--- config.mk ---
export PLATFORM = sky130hd
export DESIGN_NAME = trap_alu
export DESIGN_NICKNAME = d
export VERILOG_FILES = /design/src/rtl/trap_alu_pkg.sv /design/src/rtl/trap_alu_decode.sv /design/src/rtl/trap_alu_adder.sv /design/src/rtl/trap_alu_shift.sv /design/src/rtl/trap_alu.sv
export SDC_FILE = /design/constraint.sdc
export NUM_CORES = 1
export LEC_CHECK = 0
export ABC_CLOCK_PERIOD_IN_PS = 13600
export BUFFER_PORTS_ARGS = -buffer_cell sky130_fd_sc_hd__buf_4
export CAP_MARGIN = 20
export CORE_MARGIN = 5
export CORE_UTILIZATION = 65
export DETAILED_ROUTE_END_ITERATION = 7
export PLACE_DENSITY = 0.91
export SLEW_MARGIN = 0
export SYNTH_ARGS = -nofsm -noshare
export SYNTH_HDL_FRONTEND = slang
export SYNTH_SLANG_ARGS = --single-unit
--- constraint.sdc ---
create_clock -name vclk -period 13.6
set_clock_uncertainty 0.05 [all_clocks]
set_input_delay 0.68 -clock vclk [all_inputs]
set_output_delay 0.68 -clock vclk [all_outputs]
set_load 0.01 [all_outputs]
--- src/rtl/trap_alu_pkg.sv ---
package trap_alu_pkg;

  localparam int INSTR_W = 32;
  localparam int OPC_W   = 6;
  localparam int FN_W    = 6;
  localparam int REG_W   = 5;

  localparam logic [OPC_W-1:0] OPC_REGFORM = 6'b000000;
  localparam logic [OPC_W-1:0] OPC_ADDI_T  = 6'b001000;
  localparam logic [OPC_W-1:0] OPC_ADDI_W  = 6'b001001;
  localparam logic [OPC_W-1:0] OPC_UPPER   = 6'b001111;

  localparam logic [FN_W-1:0] FN_SHL    = 6'b000000;
  localparam logic [FN_W-1:0] FN_SHR    = 6'b000010;
  localparam logic [FN_W-1:0] FN_ADD_T  = 6'b100000;
  localparam logic [FN_W-1:0] FN_ADD_W  = 6'b100001;
  localparam logic [FN_W-1:0] FN_SUB_T  = 6'b100010;
  localparam logic [FN_W-1:0] FN_SUB_W  = 6'b100011;
  localparam logic [FN_W-1:0] FN_AND    = 6'b100100;
  localparam logic [FN_W-1:0] FN_OR     = 6'b100101;
  localparam logic [FN_W-1:0] FN_XOR    = 6'b100110;
  localparam logic [FN_W-1:0] FN_LESS   = 6'b101010;

  typedef enum logic [3:0] {
    K_NONE,
    K_ADD_T, K_ADD_W, K_SUB_T, K_SUB_W,
    K_ADDI_T, K_ADDI_W,
    K_AND, K_OR, K_XOR, K_LESS, K_UPPER,
    K_SHL, K_SHR, K_ROR
  } alu_kind_e;

  typedef enum logic [1:0] {SH_LEFT, SH_RIGHT, SH_ROT} shift_kind_e;

endpackage

--- src/rtl/trap_alu_decode.sv ---
module trap_alu_decode
  import trap_alu_pkg::*;
#(
  parameter bit ROT_EN = 1'b1
) (
  input  logic [OPC_W-1:0] opc,
  input  logic [4:0]       rs_field,
  input  logic [FN_W-1:0]  fn,
  output alu_kind_e        kind,
  output logic             use_rd
);

  always_comb begin
    kind   = K_NONE;
    use_rd = 1'b0;
    unique case (opc)
      OPC_REGFORM: begin
        use_rd = 1'b1;
        case (fn)
          FN_ADD_T: kind = K_ADD_T;
          FN_ADD_W: kind = K_ADD_W;
          FN_SUB_T: kind = K_SUB_T;
          FN_SUB_W: kind = K_SUB_W;
          FN_AND:   kind = K_AND;
          FN_OR:    kind = K_OR;
          FN_XOR:   kind = K_XOR;
          FN_LESS:  kind = K_LESS;
          FN_SHL:   kind = K_SHL;
          FN_SHR: begin
            if (rs_field[4:1] == 4'b0000) begin
              if (rs_field[0] && ROT_EN) kind = K_ROR;
              else if (!rs_field[0])     kind = K_SHR;
            end
          end
          default: kind = K_NONE;
        endcase
      end
      OPC_ADDI_T: kind = K_ADDI_T;
      OPC_ADDI_W: kind = K_ADDI_W;
      OPC_UPPER:  kind = K_UPPER;
      default:    kind = K_NONE;
    endcase
  end

endmodule

--- src/rtl/trap_alu_adder.sv ---
module trap_alu_adder #(
  parameter int DATA_W = 32
) (
  input  logic [DATA_W-1:0] a,
  input  logic [DATA_W-1:0] b,
  input  logic              sub,
  output logic [DATA_W-1:0] sum,
  output logic              ovf_raw
);

  logic [DATA_W:0] a_ext, b_ext, wide;

  always_comb begin
    a_ext   = {a[DATA_W-1], a};
    b_ext   = {b[DATA_W-1], b};
    wide    = sub ? (a_ext - b_ext) : (a_ext + b_ext);
    sum     = wide[DATA_W-1:0];
    ovf_raw = wide[DATA_W] ^ wide[DATA_W-1];
  end

endmodule

--- src/rtl/trap_alu_shift.sv ---
module trap_alu_shift
  import trap_alu_pkg::*;
#(
  parameter int DATA_W = 32,
  parameter bit ROT_EN = 1'b1,
  localparam int SH_W  = $clog2(DATA_W)
) (
  input  logic [DATA_W-1:0] val,
  input  logic [SH_W-1:0]   amt,
  input  shift_kind_e       how,
  output logic [DATA_W-1:0] out
);

  localparam logic [SH_W:0] FULL = DATA_W[SH_W:0];

  logic [DATA_W-1:0] left_v, right_v, rot_v;
  logic [SH_W:0]     back_amt;

  always_comb begin
    left_v   = val << amt;
    right_v  = val >> amt;
    back_amt = FULL - {1'b0, amt};
  end

  generate
    if (ROT_EN) begin : g_rot
      always_comb rot_v = right_v | (val << back_amt);
    end else begin : g_norot
      always_comb rot_v = right_v;
    end
  endgenerate

  always_comb begin
    unique case (how)
      SH_LEFT:  out = left_v;
      SH_RIGHT: out = right_v;
      default:  out = rot_v;
    endcase
  end

endmodule

--- src/rtl/trap_alu.sv ---
module trap_alu
  import trap_alu_pkg::*;
#(
  parameter int DATA_W = 32,
  parameter int IMM_W  = 16,
  parameter bit ROT_EN = 1'b1,
  localparam int SH_W  = $clog2(DATA_W)
) (
  input  logic [INSTR_W-1:0] instr,
  input  logic [DATA_W-1:0]  rs_val,
  input  logic [DATA_W-1:0]  rt_val,
  output logic [DATA_W-1:0]  result,
  output logic [REG_W-1:0]   dst_idx,
  output logic               wr_en,
  output logic               dst_drop,
  output logic               ovf_trap
);

  alu_kind_e         kind;
  logic              use_rd;
  logic [IMM_W-1:0]  imm;
  logic [DATA_W-1:0] imm_sx, imm_hi, add_b, sum, sh_out;
  logic              is_sub, is_imm, traps, ovf_raw, active;
  shift_kind_e       sh_how;

  trap_alu_decode #(.ROT_EN(ROT_EN)) u_dec (
    .opc      (instr[31:26]),
    .rs_field (instr[25:21]),
    .fn       (instr[5:0]),
    .kind     (kind),
    .use_rd   (use_rd)
  );

  always_comb begin
    imm    = instr[IMM_W-1:0];
    imm_sx = {{(DATA_W-IMM_W){imm[IMM_W-1]}}, imm};
    imm_hi = {imm, {(DATA_W-IMM_W){1'b0}}};
    is_sub = (kind == K_SUB_T) || (kind == K_SUB_W);
    is_imm = (kind == K_ADDI_T) || (kind == K_ADDI_W);
    traps  = (kind == K_ADD_T) || (kind == K_SUB_T) || (kind == K_ADDI_T);
    add_b  = is_imm ? imm_sx : rt_val;
    sh_how = (kind == K_SHL) ? SH_LEFT : ((kind == K_ROR) ? SH_ROT : SH_RIGHT);
  end

  trap_alu_adder #(.DATA_W(DATA_W)) u_add (
    .a       (rs_val),
    .b       (add_b),
    .sub     (is_sub),
    .sum     (sum),
    .ovf_raw (ovf_raw)
  );

  trap_alu_shift #(.DATA_W(DATA_W), .ROT_EN(ROT_EN)) u_sh (
    .val (rt_val),
    .amt (instr[6 +: SH_W]),
    .how (sh_how),
    .out (sh_out)
  );

  always_comb begin
    unique case (kind)
      K_ADD_T, K_ADD_W, K_SUB_T, K_SUB_W,
      K_ADDI_T, K_ADDI_W:       result = sum;
      K_AND:                    result = rs_val & rt_val;
      K_OR:                     result = rs_val | rt_val;
      K_XOR:                    result = rs_val ^ rt_val;
      K_LESS:                   result = {{(DATA_W-1){1'b0}},
                                          ($signed(rs_val) < $signed(rt_val))};
      K_UPPER:                  result = imm_hi;
      K_SHL, K_SHR, K_ROR:      result = sh_out;
      default:                  result = '0;
    endcase
  end

  always_comb begin
    active   = (kind != K_NONE);
    dst_idx  = !active ? '0 : (use_rd ? instr[15:11] : instr[20:16]);
    ovf_trap = traps && ovf_raw;
    dst_drop = active && (dst_idx == '0);
    wr_en    = active && !ovf_trap && (dst_idx != '0);
  end

  // Checks on the combined outputs of decoder, adder and write gate
  always_comb begin
    if (ovf_trap) begin
      a_r2_trap_blocks_write: assert (!wr_en)
        else $error("trap with write enabled");
    end
    if (kind == K_ADD_W || kind == K_SUB_W || kind == K_ADDI_W || kind == K_LESS) begin
      a_r3_no_overflow: assert (!ovf_trap)
        else $error("non-trapping operation raised a trap");
    end
    if (kind == K_LESS) begin
      a_r5_less_is_bit: assert (result[DATA_W-1:1] == '0)
        else $error("set-less-than gave more than one bit");
    end
    if (kind == K_UPPER) begin
      a_r6_upper_low_zero: assert (result[DATA_W-IMM_W-1:0] == '0)
        else $error("upper immediate low half not zero");
    end
    if (instr == '0) begin
      a_r9_zero_word_idle: assert (!wr_en && !ovf_trap)
        else $error("all-zero word had an effect");
    end
    if (dst_idx == '0) begin
      a_r10_no_write_r0: assert (!wr_en)
        else $error("write enabled to register 0");
    end
    if (!active) begin
      a_r12_unknown_quiet: assert (!wr_en && !dst_drop && !ovf_trap && result == '0)
        else $error("unrecognised word produced output");
    end
  end

endmodule

==> results of run 1 <==
-- final cells by class --
cell class | count | area (um2)
tap | 225 | 281.5
multi-input combinational | 1367 | 10240
inverter | 99 | 371.6
timing repair buffer | 159 | 1194
fill | 1507 | 5032
-- metrics by stage --
stage | hold WS [ns] | instance area, um2 | power [mW]
after detailed placement | 1.651 | 12080 | 0.4700
after CTS | 1.659 | 12080 | 0.4722
after global placement | 1.646 | 12080 | 0.4639
after global routing | 1.685 | 12080 | 0.5252
final | 1.664 | 12080 | 0.4963
after floorplan | 1.480 | 11180 | 0.3277
-- power groups by stage --
stage	Combinational [mW]	Clock, mW	Sequential, mW
finish	0.496	0	0
global route	0.525	0	0
CTS	0.472	0	0
detailed placement	0.470	0	0
global placement	0.464	0	0
floorplan	0.328	0	0
-- per-layer routing --
metal | vias to the layer above | part of all wire | global-route usage
li1 | 5971 | - | -
met1 | 6193 | 0.35 | 0.5969
met2 | 1260 | 0.41 | 0.6930
met3 | 316 | 0.16 | 0.1367
met4 | 4 | 0.081 | 0.2616
met5 | - | 0.00066 | 0
-- kinds of logic after synthesis --
| logic type | Yosys count | share of synthesized area |
|---|---|---|
| AOI/OAI and AO/OA | 518 | 0.3038 |
| and+or+nand+nor | 487 | 0.2072 |
| buffers and inverters | 235 | 0.08794 |
| muxes | 163 | 0.1994 |
| adders and majority gates | 131 | 0.1472 |
| xor gates and xnor gates | 68 | 0.05449 |
-- cell usage after synthesis, types with 11 or more instances --
cell	count
xnor2_1	38
o211ai_1	30
nand2_1	203
o21a_1	11
mux4_2	45
a31oi_1	25
mux2i_1	90
nand3_1	40
xor2_1	29
and3_1	13
clkbuf_1	82
o31ai_1	11
a22oi_1	22
a21o_1	14
mux2_2	28
a21oi_1	138
a211oi_1	16
o22ai_1	18
o21ai_0	114
nor3_1	35
a221oi_1	18
inv_1	95
buf_2	36
ha_1	130
o21bai_1	12
nor2_1	108
-- path summary, 6_finish.rpt --
kind,from,to,slack (ns)
worst max-delay path,instr[27],wr_en,5.45
worst min-delay path,instr[17],dst_idx[1],1.66
==> results.toml, run 1 <==
[worst_hold_path]
hp-class = "in -> out"
worstHoldPathCells = 4

[routing]
wl_per_cell_um = 26.32
firstDrtPassIters = 8
num_vias = 13744
drtAntennaViolNets = 0
drt_iter0_drc = 2332
drc = 1
vias_per_cell = 7.429
routed_wl_um = 48700

[worst_setup_path]
end_kind = "output port"
crit_type = "in -> out"
path_common_cell = "o21ai_0"
path_max_fanout = 18
cp_data_required_time_ns = 12.87
crit_family = "compound AO/OA/AOI/OAI gates"
cp_slowest_cell = "o21ai_2"
path_depth = 21
max_stage_delay_ns = 0.82
start_kind = "input port"
cp_cell_sequence = "buf_4, nor2_1, nand4b_1, a21o_1, o21ai_2, nor3_4, nor2_1, o31ai_1, xnor2_1, mux2i_1, ha_1, o21a_1, o31a_1, o21ai_0, o21ai_0, a211oi_2, o21ai_0, a21oi_1, xnor3_1, o41a_1, buf_4"
critPathBufInv = 2
arrival_ns = 7.42

[placement]
dp_hpwl_um = 36700
dp_cells = 1850
gp_congestion = 1.077
portBuffers = 136
place_ws_ns = 5.775

[grt]
antenna_found_initial = 3
grt_start_max_net_pins = 63
overflow = 0
grt_pass1_vias = 12764
grt_pass1_wl_um = 73610
track_usage = 0.4644

[pwr]
max-vdd-ir-drop_uv = 38.01
clock_power_share = 0
internal_power_mw = 0.1911
leakage_nw = 5.349
switching_share = 0.6149
powerDensity_nw_per_um2 = 41.07
p_seq_frac = 0
switchingPower_mw = 0.3052
comb_power_share = 1.000

[layout]
final_cell_mix = "nand2_1, buf_4, a21oi_1, ha_1, o21ai_0"
drive_gt1_frac = 0.1674
fin_cells = 1850
seq_cell_count = 0
final-seq-area_um2 = 0
layout_commonest_cell = "nand2_1"
clkbuf_count = 0
antenna_cells = 0
fin_util = 0.7060
fin_nets = 1854
synthToLayoutAreaGrowth_pct = 8.056

[synth]
ys_seq_area_frac = 0
synth_warnings = 0
avgSynthCellArea_um2 = 6.981
ys_types = 96
synth_top_area_share = 0.1454
syn_area_um2 = 11180
synthCells = 1602
netlist.top_cell.by_area = "ha_1"
ys_top_cells_by_area = "ha_1, mux4_2, mux2i_1"
syn_nets = 1829

[floorplan]
fp.dieH_um = 141.2
dieArea_um2 = 19930
rows = 48
pin_count = 136
core_area_um2 = 17120
dieWidth_um = 141.2
initial_utilization = 0.6534

[timing]
setup_tns_ns = 0
slew_headroom = 0.2364
maxSlewViolCount = 0
clock.fmax_mhz = 122.7
setup_viol = 0
min_period_over_period = 0.5994
worst_slew_pin_slew_ns = 1.129
hold_viol_final = 0
rsz0062_at_grt = "false"
period_minus_slack_ns = 8.151
setup_ws_ns = 5.449

[job]
maxCapViolCount = 0

[status]
violations = "design-rule violations"
status = "finished with violations"

[cts]
hold_buffers = 0
post_cts_buffers = 0
cts_resized = 0
Power figures use the tool's default switching activity.
==> inputs of run 2 (changes only) <==
--- a/config.mk
+++ b/config.mk
@@ -5,13 +5,13 @@
 export SDC_FILE = /design/constraint.sdc
 export NUM_CORES = 1
 export LEC_CHECK = 0
-export ABC_CLOCK_PERIOD_IN_PS = 13600
+export ABC_CLOCK_PERIOD_IN_PS = 8430
 export BUFFER_PORTS_ARGS = -buffer_cell sky130_fd_sc_hd__buf_4
 export CAP_MARGIN = 20
 export CORE_MARGIN = 5
-export CORE_UTILIZATION = 65
+export CORE_UTILIZATION = 63
 export DETAILED_ROUTE_END_ITERATION = 7
-export PLACE_DENSITY = 0.91
+export PLACE_DENSITY = 0.88
 export SLEW_MARGIN = 0
 export SYNTH_ARGS = -nofsm -noshare
 export SYNTH_HDL_FRONTEND = slang
==> constraint.sdc (replaced) <==
create_clock -name vclk -period 8.43
set_clock_uncertainty 0.05 [all_clocks]
set_input_delay 0.4215 -clock vclk [all_inputs]
set_output_delay 0.4215 -clock vclk [all_outputs]
set_load 0.01 [all_outputs]
==> results.toml, run 2 (synthesized netlist as in run 1, its figures left out) <==
[routing]
firstDrtPassIters = 6
drtAntennaViolNets = 0
drt_iter0_drc = 2495
vias_per_cell = 7.537
routed_wl_um = 50560
num_vias = 13974
drc = 0
wl_per_cell_um = 27.27

[placement]
dp_hpwl_um = 38690
gp_congestion = 1.163
dp_cells = 1854
portBuffers = 136

[worst_hold_path]
min-delay-start = "instr[16]"
hp-class = "in -> out"

[timing]
period_minus_slack_ns = 7.430
slew_headroom = 0.1917
min_period_over_period = 0.8813
maxSlewViolCount = 0
rsz0062_at_grt = "false"
setup_viol = 0
clock.fmax_mhz = 134.6
setup_tns_ns = 0
fin_hold_ws_ns = 1.141
worst_slew_pin_slew_ns = 1.203
hold_viol_final = 0

[layout]
final_cell_mix = "nand2_1, buf_4, a21oi_1, ha_1, o21ai_0"
fin_nets = 1858
synthToLayoutAreaGrowth_pct = 8.224
fillerInstances = 1527
seq_cell_count = 0
layout_commonest_cell = "nand2_1"
drive_gt1_frac = 0.1688
final-seq-area_um2 = 0
clkbuf_count = 0
fin_cells = 1854
antenna_cells = 0

[pwr]
comb_power_share = 1.000
leakage_nw = 5.374
power.total_mw = 0.8209
clock_power_share = 0
switching_share = 0.6219
powerDensity_nw_per_um2 = 67.82
switchingPower_mw = 0.5105
internal_power_mw = 0.3104
max-vdd-ir-drop_uv = 69.06
p_seq_frac = 0

[grt]
overflow = 0
grt_pass1_wl_um = 75910
grt_pass1_vias = 12871
grt_start_max_net_pins = 67
grt.busiest_layer = "met2"
globalRouteMet2Util = 0.7072
track_usage = 0.4713
antenna_found_initial = 0
grt_use_met3 = 0.1273
grt_use_met1 = 0.6272

[worst_setup_path]
end_kind = "output port"
crit_type = "in -> out"
arrival_ns = 6.96
start_kind = "input port"
cp_data_required_time_ns = 7.96
crit_start = "instr[27]"
path_max_fanout = 18

[floorplan]
initial_utilization = 0.6443
dieArea_um2 = 20520
pin_count = 136
core_area_um2 = 17360
dieWidth_um = 143.2
fp.dieH_um = 143.2
rows = 48

[status]
status = "completed"

[job]
maxCapViolCount = 0

[cts]
hold_buffers = 0
cts_resized = 0
post_cts_buffers = 0
run 2: power by group through the flow:
stage | Clock (mW) | Sequential [mW] | Combinational (mW)
after floorplan | 0 | 0 | 0.529
after detailed placement | 0 | 0 | 0.775
after global routing | 0 | 0 | 0.860
final | 0 | 0 | 0.821
after CTS | 0 | 0 | 0.778
after global placement | 0 | 0 | 0.762
run 2: worst max-delay path, stage by stage:
cell and delay (ns):
buf_4 0.12, nor2_1 0.43, nand4b_1 0.33, a21o_1 0.30, o21ai_2 0.79, nor3_4 0.06
nor2_1 0.81, o31ai_1 0.20, xnor2_1 0.18, mux2i_1 0.21, ha_1 0.32, o21a_1 0.20
o31a_1 0.15, o21ai_0 0.54, o21ai_0 0.36, a211oi_2 0.36, o21ai_0 0.12, a21oi_1 0.20
xnor3_1 0.35, o41a_1 0.32, buf_4 0.15
run 2: per-stage QoR:
| step | instance area [um2] | setup slack (ns) | utilization |
|---|---|---|---|
| after floorplan | 11180 | 2.396 | - |
| after global placement | 12100 | 1.497 | 0.6973 |
| after detailed placement | 12100 | 1.348 | 0.6973 |
| after CTS | 12100 | 1.321 | 0.6973 |
| after global routing | 12100 | 0.8610 | 0.6973 |
| final | 12100 | 1.000 | 0.6973 |
run 2: worst paths after layout:
path	end	slack, ns	depth (start not counted)
setup / recovery	wr_en	1.00	21
hold / removal	dst_idx[0]	1.14	4
run 2: final cells by class:
type	count	area [um2]	share of cell area
Inverter	99	371.6	0.03070
Multi-Input combinational cell	1367	10230	0.8449
Tap cell	225	281.5	0.02326
Timing Repair Buffer	163	1224	0.1011
run 2: per-layer routing:
layer  vias to the layer above  part of all wire
li1                       5985                 -
met5                         -                 0
met2                      1357              0.41
met1                      6307              0.36
met3                       325              0.16
met4                         0             0.077
